$ cat config.mk
export PLATFORM = sky130hd
export DESIGN_NAME = gsum_aggregator
export DESIGN_NICKNAME = d
export VERILOG_FILES = /design/src/rtl/gsum_pkg.sv /design/src/rtl/gsum_grouper.sv /design/src/rtl/gsum_arm_ctrl.sv /design/src/rtl/gsum_readback.sv /design/src/rtl/gsum_aggregator.sv
export SDC_FILE = /design/constraint.sdc
export NUM_CORES = 1
export LEC_CHECK = 0
export ABC_AREA = 1
export ABC_CLOCK_PERIOD_IN_PS = 2400
export CAP_MARGIN = 20
export CORE_AREA = 8 8 164 166
export CTS_BUF_LIST = sky130_fd_sc_hd__clkbuf_2 sky130_fd_sc_hd__clkbuf_4 sky130_fd_sc_hd__clkbuf_8
export DETAILED_ROUTE_END_ITERATION = 8
export DIE_AREA = 0 0 172 174
export GPL_TIMING_DRIVEN = 1
export PLACE_DENSITY = 0.57
export SLEW_MARGIN = 20
export SYNTH_ARGS = -nofsm -noshare
export SYNTH_HDL_FRONTEND = slang
export SYNTH_SLANG_ARGS = --single-unit
$ cat constraint.sdc
create_clock -name clk -period 2.4 [get_ports clk]
set_clock_uncertainty 0.2 [all_clocks]
set_input_delay 0.36 -clock clk [delete_from_list [all_inputs] [get_ports clk]]
set_output_delay 0.36 -clock clk [all_outputs]
set_load 0.02 [all_outputs]
$ cat src/rtl/gsum_pkg.sv
package gsum_pkg;

  typedef enum logic [1:0] {
    SEL_LO   = 2'd0,
    SEL_HI   = 2'd1,
    SEL_MSTR = 2'd2,
    SEL_NONE = 2'd3
  } rdsel_e;

  // number of summary groups for a pin count and group size
  function automatic int unsigned grp_count(input int unsigned pins,
                                            input int unsigned per);
    return pins / per;
  endfunction

  // summary bits that spill into the high read word
  function automatic int unsigned hi_bits(input int unsigned ngrp,
                                          input int unsigned word);
    return (ngrp > word) ? (ngrp - word) : 0;
  endfunction

endpackage

$ cat src/rtl/gsum_grouper.sv
module gsum_grouper #(
  parameter int unsigned NPINS = 184,
  parameter int unsigned PPG   = 4,
  parameter int unsigned NGRP  = NPINS / PPG
) (
  input  logic [NPINS-1:0] int_sts,
  input  logic [NPINS-1:0] wake_sts,
  output logic [NGRP-1:0]  grp_d
);
  logic [NPINS-1:0] pend;

  assign pend = int_sts | wake_sts;

  for (genvar g = 0; g < NGRP; g++) begin : g_grp
    assign grp_d[g] = |pend[g*PPG +: PPG];
  end
endmodule

$ cat src/rtl/gsum_arm_ctrl.sv
module gsum_arm_ctrl #(
  parameter int unsigned WORD    = 32,
  parameter int unsigned EOI_BIT = 29
) (
  input  logic            clk,
  input  logic            rst_n,
  input  logic            mstr_wr,
  input  logic [WORD-1:0] mstr_wdata,
  input  logic            sum_any,
  output logic            irq_out,
  output logic            armed,
  output logic            eoi_hit,
  output logic [WORD-1:0] mstr_q
);
  logic fire;

  assign eoi_hit = mstr_wr & mstr_wdata[EOI_BIT];
  assign fire    = armed & sum_any;
  assign irq_out = fire;

  always_ff @(posedge clk or negedge rst_n) begin
    if (!rst_n) begin
      armed <= 1'b1;
    end else if (eoi_hit) begin
      armed <= 1'b1;
    end else if (fire) begin
      armed <= 1'b0;
    end
  end

  always_ff @(posedge clk or negedge rst_n) begin
    if (!rst_n) begin
      mstr_q <= '0;
    end else if (mstr_wr) begin
      mstr_q <= mstr_wdata & ~(WORD'(1) << EOI_BIT);
    end
  end
endmodule

$ cat src/rtl/gsum_readback.sv
module gsum_readback
  import gsum_pkg::*;
#(
  parameter int unsigned NGRP = 46,
  parameter int unsigned WORD = 32
) (
  input  rdsel_e          sel,
  input  logic [NGRP-1:0] sum_q,
  input  logic [WORD-1:0] mstr_q,
  output logic [WORD-1:0] rd_data
);
  localparam int unsigned HIB = hi_bits(NGRP, WORD);

  logic [WORD-1:0] lo_w;
  logic [WORD-1:0] hi_w;

  if (HIB > 0) begin : g_split
    assign lo_w = sum_q[WORD-1:0];
    assign hi_w = {{(WORD-HIB){1'b0}}, sum_q[NGRP-1:WORD]};
  end else begin : g_single
    assign lo_w = WORD'(sum_q);
    assign hi_w = '0;
  end

  always_comb begin
    unique case (sel)
      SEL_LO:   rd_data = lo_w;
      SEL_HI:   rd_data = hi_w;
      SEL_MSTR: rd_data = mstr_q;
      default:  rd_data = '0;
    endcase
  end
endmodule

$ cat src/rtl/gsum_aggregator.sv
module gsum_aggregator
  import gsum_pkg::*;
#(
  parameter int unsigned NPINS   = 184,
  parameter int unsigned PPG     = 4,
  parameter int unsigned WORD    = 32,
  parameter int unsigned EOI_BIT = 29
) (
  input  logic             clk,
  input  logic             rst_n,
  input  logic [NPINS-1:0] int_sts,
  input  logic [NPINS-1:0] wake_sts,
  input  logic             mstr_wr,
  input  logic [WORD-1:0]  mstr_wdata,
  input  logic [1:0]       rd_sel,
  output logic [WORD-1:0]  rd_data,
  output logic             irq_out
);
  localparam int unsigned NGRP = grp_count(NPINS, PPG);

  logic [NGRP-1:0] grp_d;
  logic [NGRP-1:0] sum_q;
  logic            grp_any_d;
  logic            sum_any;
  logic            armed;
  logic            eoi_hit;
  logic [WORD-1:0] mstr_q;

  gsum_grouper #(.NPINS(NPINS), .PPG(PPG), .NGRP(NGRP)) u_grp (
    .int_sts  (int_sts),
    .wake_sts (wake_sts),
    .grp_d    (grp_d)
  );

  always_ff @(posedge clk or negedge rst_n) begin
    if (!rst_n) sum_q <= '0;
    else        sum_q <= grp_d;
  end

  assign grp_any_d = |grp_d;
  assign sum_any   = |sum_q;

  gsum_arm_ctrl #(.WORD(WORD), .EOI_BIT(EOI_BIT)) u_arm (
    .clk        (clk),
    .rst_n      (rst_n),
    .mstr_wr    (mstr_wr),
    .mstr_wdata (mstr_wdata),
    .sum_any    (sum_any),
    .irq_out    (irq_out),
    .armed      (armed),
    .eoi_hit    (eoi_hit),
    .mstr_q     (mstr_q)
  );

  gsum_readback #(.NGRP(NGRP), .WORD(WORD)) u_rb (
    .sel     (rdsel_e'(rd_sel)),
    .sum_q   (sum_q),
    .mstr_q  (mstr_q),
    .rd_data (rd_data)
  );
endmodule

-- Word-level counts from Yosys, hierarchy flattened
Index checks and enable logic that the tools add are counted.
- output and inout bits: 33
- input bits: 405
- register bits: 78
- eq/ne operators: 2
- reduce and logical (&&, ||, !) cells: 49
- muxes and demuxes: 3
- bitwise logic cells: 3
- operators with widths (operator ; number):
    bitwise OR 184 bit ; 1
    OR reduction 4 bit ; 46
    case mux 32 bit (3 select lines) ; 1
    OR reduction 46 bit ; 1
    AND 1 bit ; 2
    equality test 2 x 1 -> 1 bit (second input constant) ; 1
    equality test 2 bit (second input constant) ; 1
    logical NOT 2 bit ; 1
    2-to-1 mux 1 bit ; 2
    nonzero test 2 bit ; 1

-- Depth between registers and ports, before layout
Gate-level depths: netlist (run 1).
- depth after elaboration: 4
- depth in mapped cells: 7

-- Hierarchy
A second synthesis (run 1) with hierarchy kept.
- cells, all modules: 1045
- area total of the unflattened synthesis: 5863.1 sq um
- by module, submodules not included (module ; seq. area each (sq um) ; times used ; area an instance (sq um) ; cells an instance):
    gsum_grouper ; 0.0 ; 1 ; 2590.0 ; 690
    gsum_arm_ctrl ; 802.0 ; 1 ; 1322.5 ; 142
    gsum_aggregator ; 1151.1 ; 1 ; 1312.5 ; 87
    gsum_readback ; 0.0 ; 1 ; 638.1 ; 126

-- Worst setup path after synthesis (run 1)
OpenSTA, ideal clock, no wires.
- kind: input port to output port
- start: input rd_sel[1]
- end: output rd_data[21]
- stages: 4
- setup slack: 769 ps
- buffers on the path: 1
- data arrival time: 1071 ps
- required time: 1840 ps
- path through: nor2_1 -> buf_2 -> inv_2 -> o22ai_1
- longest elaborated chain between the ends: 2
- elaborated cells on any way between the ends: 4
- those cells by class: eq/ne (2); mux (1); reduce/logical (1)
- ends and longest elaborated chain (what ; RTL line ; source):
    start: declaration ; gsum_aggregator.sv:15 ; input logic [1:0] rd_sel,
    equality test 2 bit, or another cell as far along ; gsum_readback.sv:26 ; unique case (sel)
    case mux 32 bit (3 select lines) (*) ; gsum_readback.sv:26 ;
    end: declaration ; gsum_aggregator.sv:16 ; output logic [WORD-1:0] rd_data,
Mark *: on every way between the ends. The rest lies on a longest branch, timed or not.

-- Final worst setup path (run 1)
- start: input rd_sel[1]
- end: output rd_data[0]
The elaborated chain is that of the path after synthesis.

==> results.yml, run 1 <==
status:
  status: "completed"
hold_path:
  hold_path_end: "u_arm.armed$_DFFE_PN1P_"
  min_path_type: "reg2reg"
  min_path_cells: 2
  worstHoldStart: "u_arm.armed$_DFFE_PN1P_"
worst_setup_path:
  slowest_delay_ps: 580
  crit_path_start: "rd_sel[1]"
  arrival_ps: 1760
  timing.rr.start: "sum_q[10]$_DFF_PN0_"
  regToRegSetupSlack_ps: 1010
  crit_path_end_kind: "output port"
  reg2reg_to: "u_arm.armed$_DFFE_PN1P_"
  cp.depth: 5
  crit_buf_inv: 3
  crit_slowest_cell: "clkdlybuf4s50_1"
  cp-start-kind: "input port"
  cpLargestDelayFamily: "buffers and inverters"
  reg2reg_depth: 5
  crit_fanout: 9
  crit_type: "in2out"
  cp.required_ps: 1840
  path_cells: "clkdlybuf4s50_1 -> nand2_2 -> buf_4 -> o211ai_1 -> clkdlybuf4s15_1"
yosys:
  synth.avg_cell_area_um2: 8.28
  synth-xor-area-share_pct: 0
  synth_compound_area_share_pct: 9.54
  synth_seq_area_share_pct: 52.4
  synth_top_family_by_area: "simple AND/OR/NAND/NOR gates"
  ys_ff_latch: 78
  synth_cell_types: 18
  synth_top_area_share_pct: 51.7
  synth_edf_count: 0
  synthesis.instances: 450
  async_flop_share_pct: 100
  syn_area_um2: 3720
  synthFlopType: "dfrtp_1"
  synth_top_area_cell: "dfrtp_1"
  syn_nets: 855
  synthSimpleGateAreaFrac_pct: 32.5
  synth_common_cells: "nand2_1, nor4_1, dfrtp_1"
  yosys_warnings: 0
  synth_mux_area_share_pct: 0
  synth_fa_ha_area_share_pct: 0
  synth.area.top_cells: "dfrtp_1, nor4_1, nand2_1"
  yosys.cell_count.top_type: "nand2_1"
drt:
  vias: 4931
  wl_per_cell_um: 17.2
  firstDrtPassIters: 4
  dr.first_iter.drc_count: 115
  drc: 0
  viasPerCell: 4.01
  wirelength_um: 21200
  ant_nets: 0
global_route:
  grt_pass1_wl_um: 31700
  grt_pass1_vias: 5775
  overflow: 0
  gr-usage-all-layers_pct: 13.9
  grt_max_degree: 42
  antenna_found_initial: 0
timing:
  tightest_slew_ps: 615
  fin_crit_ps: 2320
  rsz0062_at_grt: "false"
  tns_ps: 0
  setup_viol: 0
  finalCritPeriodShare_pct: 96.6
  slew_headroom_pct: 59.0
  fmax_mhz: 431
  final_hold_viol_count: 0
  fin_ws_ps: 81.2
  drv_slew: 0
cells_and_area:
  nNetsFinal: 1300
  fin_area_um2: 8720
  instances_no_fill: 1230
  nFillCells: 2601
  drive_above_1_share_pct: 5.78
  fin_util_pct: 35.5
  diodes: 0
  synthToLayoutAreaGrowth_pct: 134
pwr:
  switching_power_w: 0.000834
  internal-power_w: 0.00267
  leakagePower_nw: 3.22
  p_clk_share_pct: 31.4
  p_seq_share_pct: 39.2
  switching_share_pct: 23.8
  comb_power_share_pct: 29.3
  p_per_area_nw_per_um2: 402
  ir_drop_v: 0.000214
placed_design:
  place_inst: 1213
  placed_area_um2: 8560
  port_buffers: 437
  pre_cts_slack_ps: -351
  globalplace.congestion: 0.759
  dp_hpwl_um: 18900
clock_tree:
  clock-sinks: 78
  cts.clk_slew.worst_paths_ps: 70
  h-tree-depth: 3
  clk_path_buf_depth: 2
  numCtsBuffers: 9
  cts_tree: "built"
  clock_latency_ps: 350
  root_buffer: "clkbuf_8"
die:
  coreArea_um2: 24500
  rows: 58
  die_h_um: 174
  io_pins: 438
  die_w_um: 172
  start_util_pct: 15.2
  die_area_um2: 29900
flow_run:
  max_cap_viol_count: 0
-- worst reg2reg max path, cell delays in order (launching register included) --
cell and delay, ps:
dfrtp_1 420, nor2_1 250, nand4_1 140, nor2_1 170, nand3_1 90, nand2_1 60
-- sequential cells by signal (all words and copies together), names as in the netlist --
signal / cells
u_arm.mstr_q: 31
u_arm.armed: 1
sum_q: 46
-- power by group through the flow --
stage	combinational (W)	sequential [W]	clock, W
finish	0.00103	0.00138	0.00110
global route	0.00112	0.00138	0.00121
CTS	0.00105	0.00138	0.00117
detailed placement	0.00108	0.00140	0
global placement	0.00107	0.00140	0
floorplan	0.000213	0.00140	0
-- layout make-up --
cell class / instances / area [um^2] / area share (%)
clock buffers: 12 / 146 / 1.68
clock inverters: 4 / 75.1 / 0.861
inverters: 36 / 135 / 1.55
multi-input cells: 322 / 1590 / 18.3
flip-flops and latches: 78 / 1950 / 22.4
well taps: 330 / 413 / 4.74
repair buffers: 448 / 4400 / 50.5
-- worst max path at each step --
stage                  end  slack [ps]
6_report        rd_data[0]          80
3_3_place_gp    rd_data[5]        -340
4_1_cts         rd_data[1]           6
2_1_floorplan  rd_data[21]         770
5_1_grt        rd_data[22]         0.4
3_5_place_dp    rd_data[5]        -350
-- cells by family (layout without fill, tap and decap cells) --
| logic type | count (synthesis) | after routing |
|---|---|---|
| flip-flops | 78 | 78 |
| buffers and inverters | 50 | 500 |
| AO/OA/AOI/OAI | 63 | 63 |
| AND/OR/NAND/NOR | 259 | 259 |
-- metal layers --
| metal | wire length (um) | global-route usage [%] |
|---|---|---|
| met5 | 0 | 0 |
| met4 | 271 | 3.23 |
| met3 | 2250 | 5.58 |
| met2 | 10900 | 25.0 |
| met1 | 7830 | 14.8 |
-- stage by stage --
step | total power [W] | hold WS (ps)
floorplan | 0.00161 | -136
global placement | 0.00247 | 170
detailed placement | 0.00248 | 171
CTS | 0.00360 | 281
global route | 0.00371 | 294
finish | 0.00351 | 280
-- what timing repair did --
item,CTS,global route
setup buffers,0,0
setup endpoints to repair,33,17
endpoints found under the hold margin,37,0
gates resized for setup,47,27
hold buffers,1,0
-- placed cells by master (no fill, tap or decap), drive strengths merged --
| master | synthesis | final |
|---|---|---|
| clkbuf | 2 | 25 |
| nor4 | 92 | 92 |
| clkdlybuf4s15 | 0 | 4 |
| clkinvlp | 0 | 2 |
| dlygate4sd2 | 0 | 16 |
| o21ai | 46 | 46 |
| dfrtp | 77 | 77 |
| clkdlybuf4s50 | 0 | 401 |
| o211ai | 14 | 14 |
| nand3 | 1 | 1 |
| o22ai | 2 | 2 |
| buf | 12 | 13 |
| nand4 | 2 | 2 |
| nand2 | 133 | 133 |
| nor2 | 31 | 31 |
| dlygate4sd3 | 0 | 1 |
| dfstp | 1 | 1 |
| bufinv | 0 | 2 |
| inv | 36 | 36 |
| a21boi | 1 | 1 |
(Power assumes the default switching activity.)
==> inputs of run 2 (changes only) <==
--- a/config.mk
+++ b/config.mk
@@ -8,12 +8,11 @@
 export ABC_AREA = 1
 export ABC_CLOCK_PERIOD_IN_PS = 2400
 export CAP_MARGIN = 20
-export CORE_AREA = 8 8 164 166
-export CTS_BUF_LIST = sky130_fd_sc_hd__clkbuf_2 sky130_fd_sc_hd__clkbuf_4 sky130_fd_sc_hd__clkbuf_8
+export CORE_AREA = 8 8 162 164
 export DETAILED_ROUTE_END_ITERATION = 8
-export DIE_AREA = 0 0 172 174
+export DIE_AREA = 0 0 170 172
 export GPL_TIMING_DRIVEN = 1
-export PLACE_DENSITY = 0.57
+export PLACE_DENSITY = 0.58
 export SLEW_MARGIN = 20
 export SYNTH_ARGS = -nofsm -noshare
 export SYNTH_HDL_FRONTEND = slang
==> run 2 against run 1 <==
  * Count of clock-buffer cells in the layout is 1 lower
  * Total power is 6.2% higher
  * Core utilization is 1.7 points higher
  * Non-clock buffer count stayed put
  * Sequential share of layout area is 0.39 points lower
  * Via count is 0.43% lower
  * Die area is 2.3% lower
  * First-iteration DRC count is 32% higher
  * Final area is 1.8% higher
  * Register-to-register slack worse by 40 ps
  * Clock power is 17% higher
  * Largest power group unchanged
  * Highest routed layer unchanged
==> results.yml, run 2 (synthesis gave the netlist of run 1 again) <==
timing:
  finalCritPeriodShare_pct: 96.5
  setup_viol: 0
  fin_ws_ps: 83.4
  drv_slew: 0
  slew_headroom_pct: 70.2
  tightest_slew_ps: 446
  fmax_mhz: 432
  final_hold_viol_count: 0
  fin_crit_ps: 2320
drt:
  dr.first_iter.drc_count: 152
  ant_nets: 0
  drc: 0
  firstDrtPassIters: 5
  wl_per_cell_um: 17.7
  vias: 4910
  viasPerCell: 4.01
  wirelength_um: 21700
hold_path:
  min_path_type: "in2reg"
placed_design:
  globalplace.congestion: 0.838
  pre_cts_slack_ps: -331
  dp_hpwl_um: 19000
  placed_area_um2: 8580
  port_buffers: 437
global_route:
  antenna_found_initial: 0
  use_met2_pct: 25.0
  overflow: 0
  grt_max_degree: 64
  grt-busiest-layer: "met2"
  grt_pass1_vias: 5576
  met3_usage_pct: 5.55
  gr-usage-all-layers_pct: 14.3
  use_met1_pct: 16.1
  grt_pass1_wl_um: 31400
cells_and_area:
  ff_latch_area_um2: 1950
  nNetsFinal: 1300
  drive_above_1_share_pct: 5.44
  final_common_cell: "clkdlybuf4s50_1"
  diodes: 0
  largest-register: "sum_q"
  layout_common_cells: "clkdlybuf4s50_1, nand2_1, nor4_1, dfrtp_1, inv_1"
  multi_input_area_um2: 1580
  fin_area_um2: 8870
  reg.largest.list: "sum_q (46), u_arm.mstr_q (31), u_arm.armed (1)"
  synthToLayoutAreaGrowth_pct: 138
  largest_reg_flops: 46
  fin_util_pct: 37.2
  nFillCells: 2455
worst_setup_path:
  regToRegSetupSlack_ps: 970
  cp-start-kind: "input port"
  cp.required_ps: 1840
  crit_path_end_kind: "output port"
  crit_fanout: 16
  crit_slowest_cell: "clkdlybuf4s50_1"
  cpLargestDelayFamily: "buffers and inverters"
  crit_buf_inv: 4
  arrival_ps: 1760
  crit_type: "in2out"
  slowest_delay_ps: 480
  path_cells: "clkdlybuf4s50_1 -> inv_2 -> nand2_2 -> buf_4 -> o21ai_1 -> dlygate4sd2_1"
pwr:
  p_per_area_nw_per_um2: 420
  ir_drop_v: 0.000255
  leakagePower_nw: 3.27
  power_w: 0.00372
clock_tree:
  root_buffer: "clkbuf_16"
  cts_tree: "built"
  numCtsBuffers: 9
  h-tree-depth: 3
  clock_latency_ps: 340
  cts_setup_buffers: 0
  clk_path_buf_depth: 2
  clock-sinks: 78
  cts.clk_slew.worst_paths_ps: 60
die:
  die_h_um: 172
  die_w_um: 170
  coreArea_um2: 23800
  die_area_um2: 29200
  start_util_pct: 15.6
  rows: 57
  io_pins: 438
status:
  status: "completed"
flow_run:
  max_cap_viol_count: 0
[run 2: cell count changes in the layout (fill, tap and decap cells not counted), moves of 3 or more]
| cell | before | now |
|---|---|---|
| buf_12 | 3 | 6 |
| clkbuf_2 | 13 | 0 |
| clkbuf_16 | 0 | 9 |
| clkbuf_8 | 9 | 1 |
| clkdlybuf4s15_2 | 1 | 13 |
| clkbuf_4 | 3 | 0 |
[run 2: power by group]
part | internal, W | total (W) | switching [W] | leakage (nW)
clock network | 0.000727 | 0.00129 | 0.000559 | 0.124
logic | 0.000709 | 0.00106 | 0.000350 | 2.35
registers | 0.00137 | 0.00138 | 0.0000133 | 0.790
[run 2: per-layer routing]
metal  vias to the layer above  wire length, um
met5                         -                0
met4                         0              234
met3                        14             2040
met2                       229            11000
met1                      2201             8480
li1                       2466                -
[run 2: area by class of cell]
| class | count | area share, % |
|---|---|---|
| Timing Repair Buffer | 448 | 50.9 |
| Sequential cell | 78 | 22.0 |
| Multi-Input combinational cell | 322 | 17.8 |
| Tap cell | 324 | 4.57 |
| Clock buffer | 11 | 2.74 |
| Inverter | 36 | 1.52 |
| Clock inverter | 5 | 0.395 |
[run 2: metrics by stage]
step	instances	TNS [ps]	hold WS (ps)
floorplan	450	0	-136
global placement	1207	-7160	129
detailed placement	1207	-7480	136
CTS	1224	0	272
global route	1224	-1.32	295
finish	1224	0	278
[run 2: what timing repair did]
action                                 CTS  global route
hold buffers                             1             0
pin swaps                                2             2
gates resized for setup                 61             7
endpoints found under the hold margin   31             0
setup endpoints to repair               31            23
cloned                                   0             0
[run 2: final timing paths]
check,startpoint,endpoint,cells after the start
setup / recovery,rd_sel[0],rd_data[28],6
hold reg to reg,u_arm.armed$_DFFE_PN1P_,u_arm.armed$_DFFE_PN1P_,2
min in group asynchronous,rst_n,sum_q[23]$_DFF_PN0_,2
max in group asynchronous,rst_n,u_arm.armed$_DFFE_PN1P_,3
setup reg to reg,sum_q[29]$_DFF_PN0_,u_arm.armed$_DFFE_PN1P_,6
hold / removal,mstr_wr,u_arm.armed$_DFFE_PN1P_,4
[run 2: worst min-delay path: stages]
cell and delay (ps):
buf_2 110, buf_12 170, nand2_1 100, nand2_1 50
==> inputs of run 3 (changes only) <==
--- a/config.mk
+++ b/config.mk
@@ -12,7 +12,7 @@
 export DETAILED_ROUTE_END_ITERATION = 8
 export DIE_AREA = 0 0 170 172
 export GPL_TIMING_DRIVEN = 1
-export PLACE_DENSITY = 0.58
+export PLACE_DENSITY_LB_ADDON = 0.08
 export SLEW_MARGIN = 20
 export SYNTH_ARGS = -nofsm -noshare
 export SYNTH_HDL_FRONTEND = slang
==> run 3 against run 2 <==
  * Cell count is 0.25% lower
  * Via count is 1.1% lower
  * Setup slack worse by 37 ps
  * Largest power group is now the clock network
==> results.yml, run 3 (synthesis gave the netlist of run 1 again) <==
status:
  status: "completed"
clock_tree:
  cts_tree: "built"
  h-tree-depth: 3
  root_buffer: "clkbuf_16"
  clk_path_buf_depth: 2
  clock_latency_ps: 330
  numCtsBuffers: 9
  cts.clk_slew.worst_paths_ps: 60
  clock-sinks: 78
cells_and_area:
  synthToLayoutAreaGrowth_pct: 137
  largest-register: "sum_q"
  largest_reg_flops: 46
  instances_no_fill: 1221
  reg.largest.list: "sum_q (46), u_arm.mstr_q (31), u_arm.armed (1)"
  drive_above_1_share_pct: 4.35
  nNetsFinal: 1297
  final_common_cell: "clkdlybuf4s50_1"
  layout_common_cells: "clkdlybuf4s50_1, nand2_1, nor4_1, dfrtp_1, inv_1"
  diodes: 0
timing:
  final_hold_viol_count: 0
  fin_ws_ps: 46.8
  setup_viol: 0
  hold_ws_ps: 283
  fin_crit_ps: 2350
  slew_headroom_pct: 66.0
  tns_ps: 0
  finalCritPeriodShare_pct: 98.0
  fmax_mhz: 425
  tightest_slew_ps: 510
  drv_slew: 0
  rsz0062_at_grt: "false"
die:
  die_w_um: 170
  coreArea_um2: 23800
  rows: 57
  io_pins: 438
  die_area_um2: 29200
  die_h_um: 172
  start_util_pct: 15.6
drt:
  vias: 4858
  ant_nets: 0
  viasPerCell: 3.98
  wl_per_cell_um: 17.0
  wirelength_um: 20800
  firstDrtPassIters: 4
  dr.first_iter.drc_count: 168
  drc: 0
placed_design:
  port_buffers: 437
  pre_cts_slack_ps: -247
  dp_hpwl_um: 18500
  globalplace.congestion: 0.765
  place_inst: 1204
global_route:
  gr-usage-all-layers_pct: 13.7
  overflow: 0
  grt_pass1_wl_um: 30200
  grt_max_degree: 37
  antenna_found_initial: 0
  grt_pass1_vias: 5415
pwr:
  switching_share_pct: 22.5
  comb_power_share_pct: 26.7
  p_per_area_nw_per_um2: 438
  internal-power_w: 0.00300
  leakagePower_nw: 3.28
  p_seq_share_pct: 35.6
  ir_drop_v: 0.000272
  power_w: 0.00387
  switching_power_w: 0.000872
  p_clk_share_pct: 37.8
worst_setup_path:
  cp-start-kind: "input port"
  reg2reg_depth: 5
  timing.rr.start: "sum_q[29]$_DFF_PN0_"
  crit_path_start: "rd_sel[1]"
  arrival_ps: 1790
  cp.required_ps: 1840
  crit_fanout: 14
  crit_type: "in2out"
  crit_path_end_kind: "output port"
hold_path:
  min_path_type: "reg2reg"
  worstHoldStart: "u_arm.armed$_DFFE_PN1P_"
  min_path_cells: 2
flow_run:
  max_cap_viol_count: 0
run 3: changes by cell type in the layout (fill, tap and decap cells not counted), sizes merged:
cell,previous run,this run
clkinv,1,2
dlygate4sd2,14,17
clkdlybuf4s50,401,402
buf,15,11
clkinvlp,4,0
clkbuf,11,19
dlygate4sd1,1,0
clkdlybuf4s15,15,7
bufinv,0,2
dlymetal6s2s,1,0
run 3: area by class of cell:
class	count	area (um^2)
clock buffer	12	246
tap	324	405
multi-input combinational	322	1580
fill	2517	15000
clock inverter	4	70.1
inverter	36	135
timing repair buffer	445	4460
sequential	78	1950
run 3: routing by layer:
metal  wire, um  vias up  track usage (%)
met5          0        -                0
met3       2150       14             5.71
met1       7550     2149             14.5
li1           -     2463                -
met4        245        0             3.74
met2      10900      232             24.7
run 3: critical path: stages:
cell	delay (ps)
clkdlybuf4s50_1	530
nor2_4	220
buf_12	160
inv_2	50
o22ai_1	100
dlygate4sd2_1	370
run 3: final timing paths:
path	endpoint	slack, ps
worst min-delay path	u_arm.armed$_DFFE_PN1P_	280
max in group asynchronous	u_arm.mstr_q[9]$_DFFE_PN0P_	1130
worst max register to register	u_arm.armed$_DFFE_PN1P_	1060
worst min register to register	u_arm.armed$_DFFE_PN1P_	280
worst max-delay path	rd_data[21]	50
min in group asynchronous	sum_q[20]$_DFF_PN0_	300
run 3: through the flow:
stage	cell area, um^2	utilization [%]
after detailed placement	8570	36.0
after floorplan	3720	-
after CTS	8860	37.2
after global placement	8570	36.0
after global routing	8840	37.1
final	8840	37.1
run 3: what timing repair did:
| action | 4_1_cts | 5_1_grt |
|---|---|---|
| resized for setup | 32 | 22 |
| buffers inserted | 0 | 0 |
| cloned | 0 | 0 |
| setup endpoints to repair | 31 | 14 |
| hold endpoints to repair | 24 | 0 |
| pin swaps | 0 | 0 |
| hold buffers | 1 | 0 |
run 3: power by group through the flow:
| stage | registers, W | clock network (W) | logic [W] |
|---|---|---|---|
| 6_report | 0.00138 | 0.00146 | 0.00103 |
| 2_1_floorplan | 0.00140 | 0 | 0.000213 |
| 3_3_place_gp | 0.00140 | 0 | 0.00108 |
| 3_5_place_dp | 0.00140 | 0 | 0.00108 |
| 5_1_grt | 0.00138 | 0.00159 | 0.00112 |
| 4_1_cts | 0.00138 | 0.00152 | 0.00105 |
